### src/rtl/adc_seq_pkg.sv
package adc_seq_pkg;
  typedef enum logic [1:0] {SQ_IDLE, SQ_ISSUE, SQ_WAIT, SQ_DONE} sq_state_t;
  localparam int BYTE_W = 8;
endpackage

### src/rtl/adc_scan_ctrl.sv
module adc_scan_ctrl
  import adc_seq_pkg::*;
#(
  parameter int NUM_CH = 12,
  parameter int REF_CH = 11,
  parameter int CH_W   = 4
) (
  input  logic            clk,
  input  logic            rst_n,
  input  logic            start,
  input  logic            abort,
  input  logic            cfg_scan,
  input  logic [CH_W-1:0] cfg_chan,
  input  logic            cfg_skip_ref,
  output logic            conv_start,
  output logic [CH_W-1:0] conv_ch,
  input  logic            conv_done,
  output logic            wr_en,
  output logic            seq_done
);
  localparam logic [CH_W-1:0] REF_IDX = CH_W'(REF_CH);

  sq_state_t       state;
  logic [CH_W-1:0] cur_ch, last_ch, first_nx, last_nx, step_ch;
  logic            skip_q;

  // first/last channel of the new sequence and the following scan channel
  always_comb begin
    if (cfg_scan) begin
      first_nx = (cfg_skip_ref && REF_IDX == '0) ? CH_W'(1) : '0;
      last_nx  = (cfg_skip_ref && cfg_chan == REF_IDX && cfg_chan != '0)
                 ? cfg_chan - 1'b1 : cfg_chan;
    end else begin
      first_nx = cfg_chan;
      last_nx  = cfg_chan;
    end
    step_ch = cur_ch + 1'b1;
    if (skip_q && step_ch == REF_IDX) step_ch = step_ch + 1'b1;
  end

  always_ff @(posedge clk or negedge rst_n) begin
    if (!rst_n) begin
      state   <= SQ_IDLE;
      cur_ch  <= '0;
      last_ch <= '0;
      skip_q  <= 1'b0;
    end else if (start) begin
      state   <= SQ_ISSUE;
      cur_ch  <= first_nx;
      last_ch <= last_nx;
      skip_q  <= cfg_scan && cfg_skip_ref;
    end else if (abort) begin
      state <= SQ_IDLE;
    end else begin
      case (state)
        SQ_ISSUE: state <= SQ_WAIT;
        SQ_WAIT: begin
          if (conv_done) begin
            if (cur_ch == last_ch) begin
              state <= SQ_DONE;
            end else begin
              cur_ch <= step_ch;
              state  <= SQ_ISSUE;
            end
          end
        end
        default: state <= state;
      endcase
    end
  end

  assign conv_start = (state == SQ_ISSUE);
  assign conv_ch    = cur_ch;
  assign wr_en      = (state == SQ_WAIT) && conv_done;
  assign seq_done   = (state == SQ_DONE);
endmodule

### src/rtl/adc_result_store.sv
module adc_result_store #(
  parameter int NUM_CH = 12,
  parameter int RES_W  = 10,
  parameter int CH_W   = 4,
  parameter int CNT_W  = 4
) (
  input  logic             clk,
  input  logic             rst_n,
  input  logic             clear,
  input  logic             wr_en,
  input  logic [RES_W-1:0] wr_data,
  output logic [CNT_W-1:0] count,
  input  logic [CNT_W-1:0] rd_idx,
  output logic [RES_W-1:0] rd_data
);
  logic [RES_W-1:0] mem [NUM_CH];
  logic             room;

  assign room = (count < CNT_W'(NUM_CH));

  always_ff @(posedge clk or negedge rst_n) begin
    if (!rst_n)                     count <= '0;
    else if (clear)                 count <= '0;
    else if (wr_en && room)         count <= count + 1'b1;
  end

  always_ff @(posedge clk) begin
    if (!clear && wr_en && room) mem[count[CH_W-1:0]] <= wr_data;
  end

  assign rd_data = mem[rd_idx[CH_W-1:0]];
endmodule

### src/rtl/adc_byte_server.sv
module adc_byte_server
  import adc_seq_pkg::*;
#(
  parameter int RES_W = 10,
  parameter int CNT_W = 4
) (
  input  logic              clk,
  input  logic              rst_n,
  input  logic              restart,
  input  logic              enable,
  input  logic              seq_done,
  input  logic [CNT_W-1:0]  count,
  input  logic [RES_W-1:0]  rd_data,
  output logic [CNT_W-1:0]  rd_idx,
  output logic              byte_valid,
  input  logic              byte_ready,
  output logic [BYTE_W-1:0] byte_data
);
  localparam int HI_W  = RES_W - BYTE_W;
  localparam int PAD_W = BYTE_W - HI_W;

  logic [CNT_W-1:0] ptr, eff;
  logic             lo_phase;

  // past the last result of a finished sequence: wrap to the first
  assign eff        = (seq_done && ptr == count) ? '0 : ptr;
  assign rd_idx     = eff;
  assign byte_valid = enable && (eff < count);
  assign byte_data  = lo_phase ? rd_data[BYTE_W-1:0]
                               : {{PAD_W{1'b1}}, rd_data[RES_W-1:BYTE_W]};

  always_ff @(posedge clk or negedge rst_n) begin
    if (!rst_n) begin
      ptr      <= '0;
      lo_phase <= 1'b0;
    end else if (restart) begin
      ptr      <= '0;
      lo_phase <= 1'b0;
    end else if (byte_valid && byte_ready) begin
      if (lo_phase) begin
        lo_phase <= 1'b0;
        ptr      <= eff + 1'b1;
      end else begin
        lo_phase <= 1'b1;
      end
    end
  end
endmodule

### src/rtl/adc_readout_seq.sv
module adc_readout_seq
  import adc_seq_pkg::*;
#(
  parameter int NUM_CH = 12,
  parameter int RES_W  = 10,
  parameter int REF_CH = NUM_CH - 1,
  localparam int CH_W  = $clog2(NUM_CH),
  localparam int CNT_W = $clog2(NUM_CH + 1)
) (
  input  logic              clk,
  input  logic              rst_n,
  input  logic              rd_addr_ack,
  input  logic              xact_end,
  input  logic              cfg_scan,
  input  logic [CH_W-1:0]   cfg_chan,
  input  logic              cfg_skip_ref,
  input  logic              cfg_int_clk,
  output logic              conv_start,
  output logic [CH_W-1:0]   conv_ch,
  input  logic              conv_done,
  input  logic [RES_W-1:0]  conv_data,
  output logic              clk_stretch,
  output logic              byte_valid,
  input  logic              byte_ready,
  output logic [BYTE_W-1:0] byte_data
);
  logic             active, int_q, wr_en, seq_done;
  logic [CNT_W-1:0] wr_count, rd_idx;
  logic [RES_W-1:0] rd_data;

  always_ff @(posedge clk or negedge rst_n) begin
    if (!rst_n) begin
      active <= 1'b0;
      int_q  <= 1'b0;
    end else if (rd_addr_ack) begin
      active <= 1'b1;
      int_q  <= cfg_int_clk;
    end else if (xact_end) begin
      active <= 1'b0;
    end
  end

  assign clk_stretch = active && int_q && !seq_done;

  adc_scan_ctrl #(.NUM_CH(NUM_CH), .REF_CH(REF_CH), .CH_W(CH_W)) u_scan (
    .clk(clk), .rst_n(rst_n), .start(rd_addr_ack), .abort(xact_end),
    .cfg_scan(cfg_scan), .cfg_chan(cfg_chan), .cfg_skip_ref(cfg_skip_ref),
    .conv_start(conv_start), .conv_ch(conv_ch), .conv_done(conv_done),
    .wr_en(wr_en), .seq_done(seq_done)
  );

  adc_result_store #(.NUM_CH(NUM_CH), .RES_W(RES_W), .CH_W(CH_W), .CNT_W(CNT_W)) u_store (
    .clk(clk), .rst_n(rst_n), .clear(rd_addr_ack), .wr_en(wr_en),
    .wr_data(conv_data), .count(wr_count), .rd_idx(rd_idx), .rd_data(rd_data)
  );

  adc_byte_server #(.RES_W(RES_W), .CNT_W(CNT_W)) u_server (
    .clk(clk), .rst_n(rst_n), .restart(rd_addr_ack || xact_end),
    .enable(active && !clk_stretch), .seq_done(seq_done), .count(wr_count),
    .rd_data(rd_data), .rd_idx(rd_idx), .byte_valid(byte_valid),
    .byte_ready(byte_ready), .byte_data(byte_data)
  );
endmodule

### config.mk
export PLATFORM = sky130hd
export DESIGN_NAME = adc_readout_seq
export DESIGN_NICKNAME = d
export VERILOG_FILES = /design/src/rtl/adc_seq_pkg.sv /design/src/rtl/adc_scan_ctrl.sv /design/src/rtl/adc_result_store.sv /design/src/rtl/adc_byte_server.sv /design/src/rtl/adc_readout_seq.sv
export SDC_FILE = /design/constraint.sdc
export NUM_CORES = 1
export LEC_CHECK = 0
export ABC_CLOCK_PERIOD_IN_PS = 3200
export BUFFER_PORTS_ARGS = -buffer_cell sky130_fd_sc_hd__buf_4
export CAP_MARGIN = 10
export CORE_ASPECT_RATIO = 1.5
export CORE_MARGIN = 2
export CORE_UTILIZATION = 45
export DETAILED_ROUTE_END_ITERATION = 12
export MAX_ROUTING_LAYER = met4
export SLEW_MARGIN = 10
export SYNTH_ARGS = -nofsm -noshare
export SYNTH_HDL_FRONTEND = slang
export SYNTH_SLANG_ARGS = --single-unit
export TNS_END_PERCENT = 30
### constraint.sdc
create_clock -name clk -period 3.2 [get_ports clk]
set_input_delay 0.32 -clock clk [delete_from_list [all_inputs] [get_ports clk]]
set_output_delay 0.32 -clock clk [all_outputs]
set_load 0.03 [all_outputs]
==> results of run 1 <==
-- per-layer routing --
layer | wire length, um | vias to the layer above | track usage
met5 | 0 | - | -
li1 | - | 2032 | -
met1 | 5920 | 2129 | 0.237
met4 | 709 | 0 | 0.105
met3 | 713 | 45 | 0.0472
met2 | 8280 | 152 | 0.380
-- through the flow --
| stage | total power [mW] | setup WS, ns | hold slack, ns |
|---|---|---|---|
| after global placement | 2.26 | 0.254 | 0.230 |
| after CTS | 4.08 | 0.000960 | 0.124 |
| final | 4.05 | 0.0845 | 0.137 |
| after detailed placement | 2.27 | 0.180 | 0.229 |
| after floorplan | 2.17 | 0.0604 | 0.0244 |
| after global routing | 4.16 | -0.0516 | 0.130 |
-- power by group --
part           leakage (nW)  internal [mW]  switching [mW]
Combinational          1.12         0.0763           0.116
Clock                 0.266           1.01           0.803
Sequential             1.36           2.02          0.0180
-- worst min path at each step --
stage / end / slack (ns) / cells after the start
5_1_grt: int_q / 0.13 / 2
6_report: int_q / 0.14 / 2
2_1_floorplan: active / 0.02 / 0
3_5_place_dp: u_scan.state[1] / 0.23 / 1
3_3_place_gp: u_scan.state[1] / 0.23 / 1
4_1_cts: int_q / 0.12 / 2
-- sequential cells by signal, summed over array words and instances (netlist names) --
name,cells
u_scan.conv_ch,4
u_scan.last_ch,4
u_store.count,4
u_scan.skip_q,1
int_q,1
u_server.ptr,4
u_scan.state,2
u_store.mem,120
active,1
u_server.lo_phase,1
-- cells by family (layout without fill, tap and decap cells) --
kind of cell	count (synthesis)	count (layout)	synth area share
AOI/OAI and AO/OA	99	99	0.103
xor gates and xnor gates	17	17	0.0257
adders and majority gates	15	15	0.0287
buffers and inverters	44	116	0.0284
DFF	142	142	0.636
muxes	30	30	0.0554
and+or+nand+nor	164	164	0.123
-- layout make-up --
| type | count | area (um2) | share of cell area |
|---|---|---|---|
| flip-flops and latches | 142 | 4160 | 0.535 |
| multi-input cells | 325 | 2250 | 0.289 |
| repair buffers | 63 | 492 | 0.0633 |
| clock inverters | 15 | 129 | 0.0166 |
| clock buffers | 17 | 425 | 0.0548 |
| well taps | 192 | 240 | 0.0309 |
| inverters | 21 | 78.8 | 0.0101 |
-- worst register-to-register path, stage by stage, from the launching register on --
cell and delay [ns]:
dfrtp_1 0.36, inv_2 0.07, ha_4 0.30, nand3_4 0.12, o31ai_4 0.31, inv_2 0.10
ha_4 0.23, and2_1 0.15, a31oi_1 0.14, o221ai_1 0.15, buf_4 0.16, a21oi_2 0.26
a21oi_1 0.11, a31o_2 0.23
-- repair_timing --
action | CTS | global route
resized for setup | 7 | 8
endpoints found under the hold margin | 22 | 0
endpoints found under the setup margin | 9 | 8
pin swaps | 3 | 6
hold buffers | 1 | 0
setup buffers | 5 | 2
-- placed cells by master, fill, tap and decap left out, drive strengths merged, types with 18 or more instances in the layout --
| master | n |
|---|---|
| nor3 | 23 |
| nor2 | 45 |
| dfrtp | 22 |
| buf | 62 |
| inv | 27 |
| and2 | 18 |
| o21ai | 20 |
| nand3 | 21 |
| edfxtp | 120 |
| a21oi | 26 |
| nand2 | 35 |
==> flow_metrics.tcl, run 1 <==
set metrics [dict create \
    status "finished clean" \
    cp.depth 12 \
    grt_max_degree 36 \
    slew_headroom 0.540 \
    hold_viol 0 \
    placed_area_mm2 0.00708 \
    cap_violations 0 \
    drt_first_pass_iters 5 \
    path_buf_inv 3 \
    synth_area_leader_cell "edfxtp_1" \
    min_from "cfg_int_clk" \
    cpLargestDelayFamily "adder cells" \
    nFillCells 1185 \
    period_needed_ns 3.12 \
    fmaxAchievable_mhz 321 \
    p_leak_nw 2.74 \
    gp_congestion 0.945 \
    fin_util 0.550 \
    clk_latency_ns 0.41 \
    synth_area_leaders "edfxtp_1, dfrtp_1, ha_1, mux2i_1, nor2_1" \
    die_x_um 102 \
    syn-num-nets 549 \
    postRouteWirelength_mm 15.6 \
    num_vias 4358 \
    synth_edf_count 120 \
    ios 38 \
    critPathKind "flip-flop to output pin" \
    tightest_slew_ns 0.690 \
    avgSynthCellArea_um2 12.8 \
    hpwlAfterDp_mm 10.7 \
    reg2regPathDepth 13 \
    path_max_fanout 6 \
    clk_path_buf_depth 2 \
    io_buffers 37 \
    critPathRequiredTime_ns 2.88 \
    synth-seq-cells 142 \
    path_cells "inv_2 -> ha_4 -> nand3_4 -> o31ai_4 -> inv_2 -> ha_4 -> and4_1 -> o21ai_1 -> o221ai_1 -> and2_4 -> nor2_2 -> buf_6" \
    drive_gt1_frac 0.228 \
    synthToLayoutAreaGrowth_pct 19.0 \
    syn_area_mm2 0.00653 \
    die_h_um 152 \
    cts_root_buffer "clkbuf_16" \
    antenna_found_initial 0 \
    seq_area_frac_synth 0.636 \
    num_rows 53 \
    critPathMaxStageDelay_ns 0.36 \
    setup_tns_ns 0 \
    cp-start-kind "flip-flop" \
    drtAntennaViolNets 0 \
    start_util 0.462 \
    clk_pin_slew_ns 0.06 \
    coreArea_mm2 0.0141 \
    groute.usage.overall 0.219 \
    fin_worst_skew_ns 0.00788 \
    grt_pass1_vias 4404 \
    grt-ovfl-total 0 \
    reg2reg_to "u_server.ptr[3]" \
    powerDensity_mw_per_mm2 521 \
    rrSetupSlack_ns 0.41 \
    synth_top_area_share 0.552 \
    synth_warnings 0 \
    cts_tree "yes" \
    cts_sinks 142 \
    critPathLaunch "u_store.count[3]" \
    stdcell_area_mm2 0.00777 \
    setup_viol 0 \
    die_area_mm2 0.0155 \
    dr.first_iter.drc_count 337 \
    worst_ep_arrival_time_ns 2.80 \
    nNetsFinal 608 \
    cts_max_level 4 \
    cts_buffers 17 \
    slew_violations 0 \
    hold_class "input pin to flip-flop" \
    dp.cells 735 \
    max-vdd-ir-drop_uv 320 \
    cp_slowest_cell "dfrtp_1" \
    finalCritPeriodShare 0.974 \
    viasPerCell 5.62 \
    yosysMostFrequentCell "edfxtp_1" \
    syn-instance-count 511 \
    stdcell_count 775 \
    drc 0 \
    synth-async-reset-ratio 0.155 \
    ys.flop_type "edfxtp_1" \
    critPathCapture "byte_valid" \
    ys_top_cells_by_count "edfxtp_1, nor2_1, nand2_1" \
    n_antenna_cell 0 \
    ys_types 53 \
    critPathCaptureType "output pin" \
    wl_per_cell_um 20.2 \
    grt_pass1_wl_mm 23.9 \
    r2r-start "u_store.count[3]" \
    rsz0062_at_grt "true" \
]
No activity file was read; power rests on OpenSTA's default activity.
==> inputs of run 2 (changes only) <==
--- a/config.mk
+++ b/config.mk
@@ -9,7 +9,6 @@
 export BUFFER_PORTS_ARGS = -buffer_cell sky130_fd_sc_hd__buf_4
 export CAP_MARGIN = 10
 export CORE_ASPECT_RATIO = 1.5
-export CORE_MARGIN = 2
 export CORE_UTILIZATION = 45
 export DETAILED_ROUTE_END_ITERATION = 12
 export MAX_ROUTING_LAYER = met4
==> flow_metrics.tcl, run 2 (synthesized netlist as in run 1, its figures left out) <==
set metrics [dict create \
    cts_buffers 17 \
    grt_max_degree 38 \
    worst_ep_arrival_time_ns 2.78 \
    cp_slowest_cell "dfrtp_1" \
    status "finished clean" \
    rsz0062_at_grt "true" \
    period_needed_ns 3.10 \
    wl_per_cell_um 20.5 \
    path_cells "inv_1 -> ha_4 -> nand3_4 -> o31ai_4 -> buf_6 -> o311ai_0 -> a32oi_1 -> o311ai_0 -> a31oi_1 -> buf_4" \
    die_h_um 150 \
    ios 38 \
    start_util 0.464 \
    cap_violations 0 \
    mostFrequentLayoutCell "edfxtp_1" \
    p_leak_nw 2.73 \
    hold_viol 0 \
    max-vdd-ir-drop_uv 337 \
    slew_violations 0 \
    powerDensity_mw_per_mm2 536 \
    drc 0 \
    path_buf_inv 3 \
    groute.usage.overall 0.231 \
    dp.cells 733 \
    antenna_found_initial 0 \
    clk_path_buf_depth 2 \
    stdcell_count 769 \
    hold_depth 2 \
    cp.depth 10 \
    hpwlAfterDp_mm 10.7 \
    largest_reg_flops 120 \
    critPathMaxStageDelay_ns 0.35 \
    num_vias 4311 \
    n_antenna_cell 0 \
    cp-start-kind "flip-flop" \
    grt-ovfl-total 0 \
    critPathCaptureType "output pin" \
    die_area_mm2 0.0150 \
    drtAntennaViolNets 0 \
    path_max_fanout 24 \
    cts_max_level 4 \
    grt_pass1_vias 4406 \
    cts_tree "yes" \
    setup_viol 0 \
    tightest_slew_ns 0.769 \
    io_buffers 37 \
    rrSetupSlack_ns 0.43 \
    fmaxAchievable_mhz 323 \
    gp_congestion 0.931 \
    layout_common_cells "edfxtp_1, buf_4, nor2_1" \
    crit_top_cell "o311ai_0" \
    finalCritPeriodShare 0.968 \
    fin_worst_skew_ns 0.00819 \
    slew_headroom 0.487 \
    nNetsFinal 602 \
    synthToLayoutAreaGrowth_pct 19.2 \
    critPathRequiredTime_ns 2.88 \
    cpLargestDelayFamily "compound AO/OA/AOI/OAI gates" \
    viasPerCell 5.61 \
    drt_first_pass_iters 5 \
    cts_sinks 142 \
    hold_class "input pin to flip-flop" \
    dr.first_iter.drc_count 223 \
    hold_slack_ns 0.139 \
    reg2regPathDepth 13 \
    fin_util 0.554 \
    critPathKind "flip-flop to output pin" \
    coreArea_mm2 0.0141 \
    clk_latency_ns 0.41 \
    grt_pass1_wl_mm 24.4 \
    postRouteWirelength_mm 15.7 \
    clk_pin_slew_ns 0.06 \
    drive_gt1_frac 0.225 \
    die_x_um 100 \
    num_rows 53 \
    cts_root_buffer "clkbuf_16" \
]
==> run 2: changes by cell type in the layout (fill, tap and decap cells not counted), moves of 2 or more <==
cell        delta
buf_4          -7
buf_6          +2
clkbuf_16      +3
clkinv_2       +2
clkinv_4       -3
clkinvlp_4     -2
dfrtp_1        -3
dfrtp_2        +3
==> run 2: layout make-up <==
class                   instances  area [um2]
clock buffers                  21         504
inverters                      21        78.8
well taps                     192         240
fillers                      1222        6270
clock inverters                11        88.8
multi-input cells             325        2270
repair buffers                 57         442
flip-flops and latches        142        4160
==> run 2: per-layer routing <==
layer  track usage  up-vias  part of all wire
met4         0.118        0             0.046
met5             -        -                 0
met3        0.0448       41             0.032
met2         0.399      116              0.53
met1         0.251     2140              0.39
li1              -     2014                 -
==> run 2: where the power goes <==
| part | leakage [nW] | internal [mW] | switching (mW) |
|---|---|---|---|
| Sequential | 1.36 | 2.02 | 0.0193 |
| Combinational | 1.08 | 0.0751 | 0.116 |
| Clock | 0.296 | 1.15 | 0.792 |
| Total | 2.73 | 3.25 | 0.927 |
==> run 2: worst register-to-register path, stage by stage (launching register included) <==
cell and delay, ns:
dfrtp_1 0.35, inv_1 0.08, ha_4 0.30, nand3_4 0.11, o31ai_4 0.27, inv_2 0.09
ha_4 0.25, and2_1 0.16, a31oi_2 0.16, o221ai_2 0.15, buf_4 0.16, a21oi_2 0.25
a21oi_1 0.10, a31o_2 0.22
==> run 2: per-stage QoR <==
stage	worst slack [ns]	power, mW	setup TNS (ns)	cell area, um2
after detailed placement	0.224	2.26	0	7070
after global routing	-0.0408	4.30	-0.0991	7780
final	0.101	4.17	0	7780
after floorplan	0.0604	2.17	0	6530
after CTS	0.0237	4.19	0	7750
after global placement	0.324	2.26	0	7070
==> run 2: worst paths after layout <==
| path | start | endpoint |
|---|---|---|
| min reg2reg | int_q | int_q |
| max | u_store.count[3] | byte_data[1] |
| max in group asynchronous | rst_n | u_server.ptr[2] |
| min in group asynchronous | rst_n | u_scan.skip_q |
| max reg2reg | u_store.count[3] | u_server.ptr[3] |
| min | cfg_scan | u_scan.conv_ch[1] |
==> run 2: repair_timing <==
item | CTS | global route
hold buffers | 1 | 0
gates resized for setup | 9 | 9
endpoints found under the hold margin | 22 | 0
pin swaps | 2 | 4
setup buffers | 3 | 0
setup endpoints to repair | 9 | 9
==> inputs of run 3 (changes only) <==
--- a/config.mk
+++ b/config.mk
@@ -9,11 +9,13 @@
 export BUFFER_PORTS_ARGS = -buffer_cell sky130_fd_sc_hd__buf_4
 export CAP_MARGIN = 10
 export CORE_ASPECT_RATIO = 1.5
+export CORE_MARGIN = 2
 export CORE_UTILIZATION = 45
 export DETAILED_ROUTE_END_ITERATION = 12
 export MAX_ROUTING_LAYER = met4
 export SLEW_MARGIN = 10
 export SYNTH_ARGS = -nofsm -noshare
 export SYNTH_HDL_FRONTEND = slang
+export SYNTH_HIERARCHICAL = 1
 export SYNTH_SLANG_ARGS = --single-unit
 export TNS_END_PERCENT = 30
==> flow_metrics.tcl, run 3 <==
set metrics [dict create \
    largest_reg_flops 120 \
    cap_violations 0 \
    cts_buffers 17 \
    violations "negative setup slack" \
    num_rows 53 \
    cts_tree "yes" \
    syn-instance-count 426 \
    synth_warnings 6 \
    path_cells "ha_4 -> nand3_4 -> nor3_4 -> buf_6 -> and2b_4 -> buf_12 -> buf_16 -> mux2i_1 -> a22o_1 -> o31ai_2 -> nand2b_1 -> buf_6" \
    ys.flop_type "edfxtp_1" \
    hold_viol 0 \
    seq_area_frac_synth 0.637 \
    path_max_fanout 9 \
    comb_power_share 0.040 \
    dr_wl_met2_mm 7.75 \
    p_leak_nw 2.91 \
    drc 0 \
    placed_area_mm2 0.00715 \
    die_area_mm2 0.0155 \
    critPathMaxStageDelay_ns 0.41 \
    rsz0062_at_grt "true" \
    viasPerCell 5.53 \
    rrSetupSlack_ns 0.59 \
    critPathRequiredTime_ns 2.88 \
    dp.cells 668 \
    critPathCaptureType "output pin" \
    antenna_found_initial 0 \
    cts_sinks 142 \
    synth_top_family_by_area "multiplexers" \
    grt_pass1_wl_mm 22.1 \
    hold_depth 2 \
    seqPwrFrac 0.469 \
    ios 38 \
    worst_slack_ns -0.0126 \
    fmaxAchievable_mhz 311 \
    grt_pass1_vias 4143 \
    synth-seq-cells 142 \
    drtAntennaViolNets 0 \
    ys_top_cells_by_count "edfxtp_1, mux2i_1, dfrtp_1" \
    reg2reg_to "u_server/ptr[3]" \
    finalCritPeriodShare 1.00 \
    mostFrequentLayoutCell "edfxtp_1" \
    synth_top_area_share 0.553 \
    worst_ep_arrival_time_ns 2.89 \
    max-vdd-ir-drop_uv 321 \
    synth.area.mux_share 0.115 \
    cts_max_level 4 \
    clk_path_buf_depth 2 \
    fin_util 0.582 \
    fin_worst_skew_ns 0.00524 \
    slew_violations 0 \
    synth_compound_area_frac 0.0979 \
    wl_met1_mm 5.58 \
    cp-start-kind "flip-flop" \
    cts_root_buffer "clkbuf_16" \
    synth_area_leaders "edfxtp_1, dfrtp_1, mux2_2, mux2i_1, mux4_2" \
    r2r-start "u_store/count[1]" \
    yosysMostFrequentCell "edfxtp_1" \
    synthSimpleGateAreaFrac 0.0762 \
    top_layer_used "met4" \
    synth_edf_count 120 \
    period_needed_ns 3.21 \
    synthToLayoutAreaGrowth_pct 25.5 \
    clk_pin_slew_ns 0.06 \
    postRouteWirelength_mm 14.0 \
    min_from "xact_end" \
    hold_class "input pin to flip-flop" \
    tightest_slew_ns 0.757 \
    drive_gt1_frac 0.373 \
    cp_slowest_cell "dfrtp_1" \
    nNetsFinal 546 \
    ys_types 67 \
    grt_max_degree 29 \
    wl_per_cell_um 19.6 \
    die_x_um 102 \
    multi_input_area_mm2 0.00233 \
    gp_congestion 0.853 \
    clk_latency_ns 0.41 \
    start_util 0.464 \
    hold_path_end "u_scan/state[1]" \
    syn_area_mm2 0.00652 \
    met3_length_um 400 \
    crit_top_cell "buf_6" \
    avgSynthCellArea_um2 15.3 \
    grt-ovfl-total 0 \
    critPathKind "flip-flop to output pin" \
    die_h_um 151 \
    switching_share 0.195 \
    p_int_mw 3.50 \
    stdcell_count 715 \
    synth-async-reset-ratio 0.155 \
    ff_latch_area_mm2 0.00415 \
    p_clk_frac 0.492 \
    coreArea_mm2 0.0141 \
    reg2regPathDepth 11 \
    layout_common_cells "edfxtp_1, buf_4, mux2i_1" \
    status "finished, violations left" \
    p_sw_mw 0.851 \
    stdcell_area_mm2 0.00818 \
    synth_area_leader_cell "edfxtp_1" \
    slew_headroom 0.495 \
    io_buffers 37 \
    setup_viol 3 \
    synth-xor-area-share 0.0159 \
    powerDensity_mw_per_mm2 532 \
    groute.usage.overall 0.202 \
    hpwlAfterDp_mm 9.34 \
    n_antenna_cell 0 \
    drt_first_pass_iters 4 \
    syn-num-nets 462 \
    synth_fa_ha_area_frac 0.0250 \
    nFillCells 1138 \
    num_vias 3951 \
    dr.first_iter.drc_count 161 \
]
run 3: final cells by class:
type	instances	share of cell area
Multi-Input combinational cell	249	0.284
Inverter	17	0.00780
Timing Repair Buffer	83	0.0910
Clock inverter	13	0.0258
Tap cell	192	0.0294
Sequential cell	142	0.508
Clock buffer	19	0.0541
run 3: metrics by stage:
step | worst slack (ns) | total power, mW | setup TNS (ns) | hold WS, ns
finish | -0.0126 | 4.35 | -0.0193 | 0.101
floorplan | 0.146 | 2.17 | 0 | 0.0244
global route | -0.144 | 4.49 | -0.945 | 0.0893
detailed placement | -0.0735 | 2.25 | -0.413 | 0.233
CTS | -0.0221 | 4.39 | -0.0581 | 0.0859
global placement | 0.00254 | 2.24 | 0 | 0.231
run 3: how the worst max path moves through the flow:
stage                    to              from  slack, ns
4_1_cts        byte_data[6]   u_server/ptr[3]      -0.02
6_report       byte_data[5]   u_server/ptr[1]      -0.01
3_3_place_gp   byte_data[1]   u_server/ptr[1]      0.003
2_1_floorplan    byte_valid  u_store/count[3]       0.15
3_5_place_dp   byte_data[4]   u_server/ptr[1]      -0.07
5_1_grt        byte_data[6]   u_server/ptr[1]      -0.14
run 3: what timing repair did:
action | CTS | global route
gates cloned | 3 | 0
setup buffers | 10 | 2
resized for setup | 35 | 12
hold endpoints to repair | 22 | 0
pin swaps | 5 | 5
endpoints found under the setup margin | 8 | 9
hold buffers | 1 | 0
run 3: kinds of logic (layout without fill, tap and decap cells):
kind of cell / Yosys count / in the layout
compound gates: 73 / 73
xor+xnor: 11 / 11
buf+inv: 37 / 132
mux: 58 / 58
fa+ha+maj: 13 / 13
simple gates: 92 / 94
flops: 142 / 142
run 3: worst max-delay path, delay by kind of cell (launching register included):
kind | cells | cell delay [ns]
AOI/OAI and AO/OA | 2 | 0.43
adders and majority gates | 1 | 0.29
buffers and inverters | 4 | 0.58
DFF | 1 | 0.41
muxes | 1 | 0.12
and+or+nand+nor | 4 | 0.65
run 3: power by group through the flow:
stage	Clock, mW	Combinational (mW)	Sequential (mW)
2_1_floorplan	0	0.0844	2.08
3_3_place_gp	0	0.163	2.08
3_5_place_dp	0	0.168	2.08
4_1_cts	2.18	0.174	2.04
5_1_grt	2.26	0.190	2.04
6_report	2.14	0.172	2.04
run 3: metal layers:
metal  GRT usage  vias to the layer above
met2       0.358                       77
met5           -                        -
met3      0.0388                       15
met1       0.221                     2046
li1            -                     1813
met4      0.0820                        0
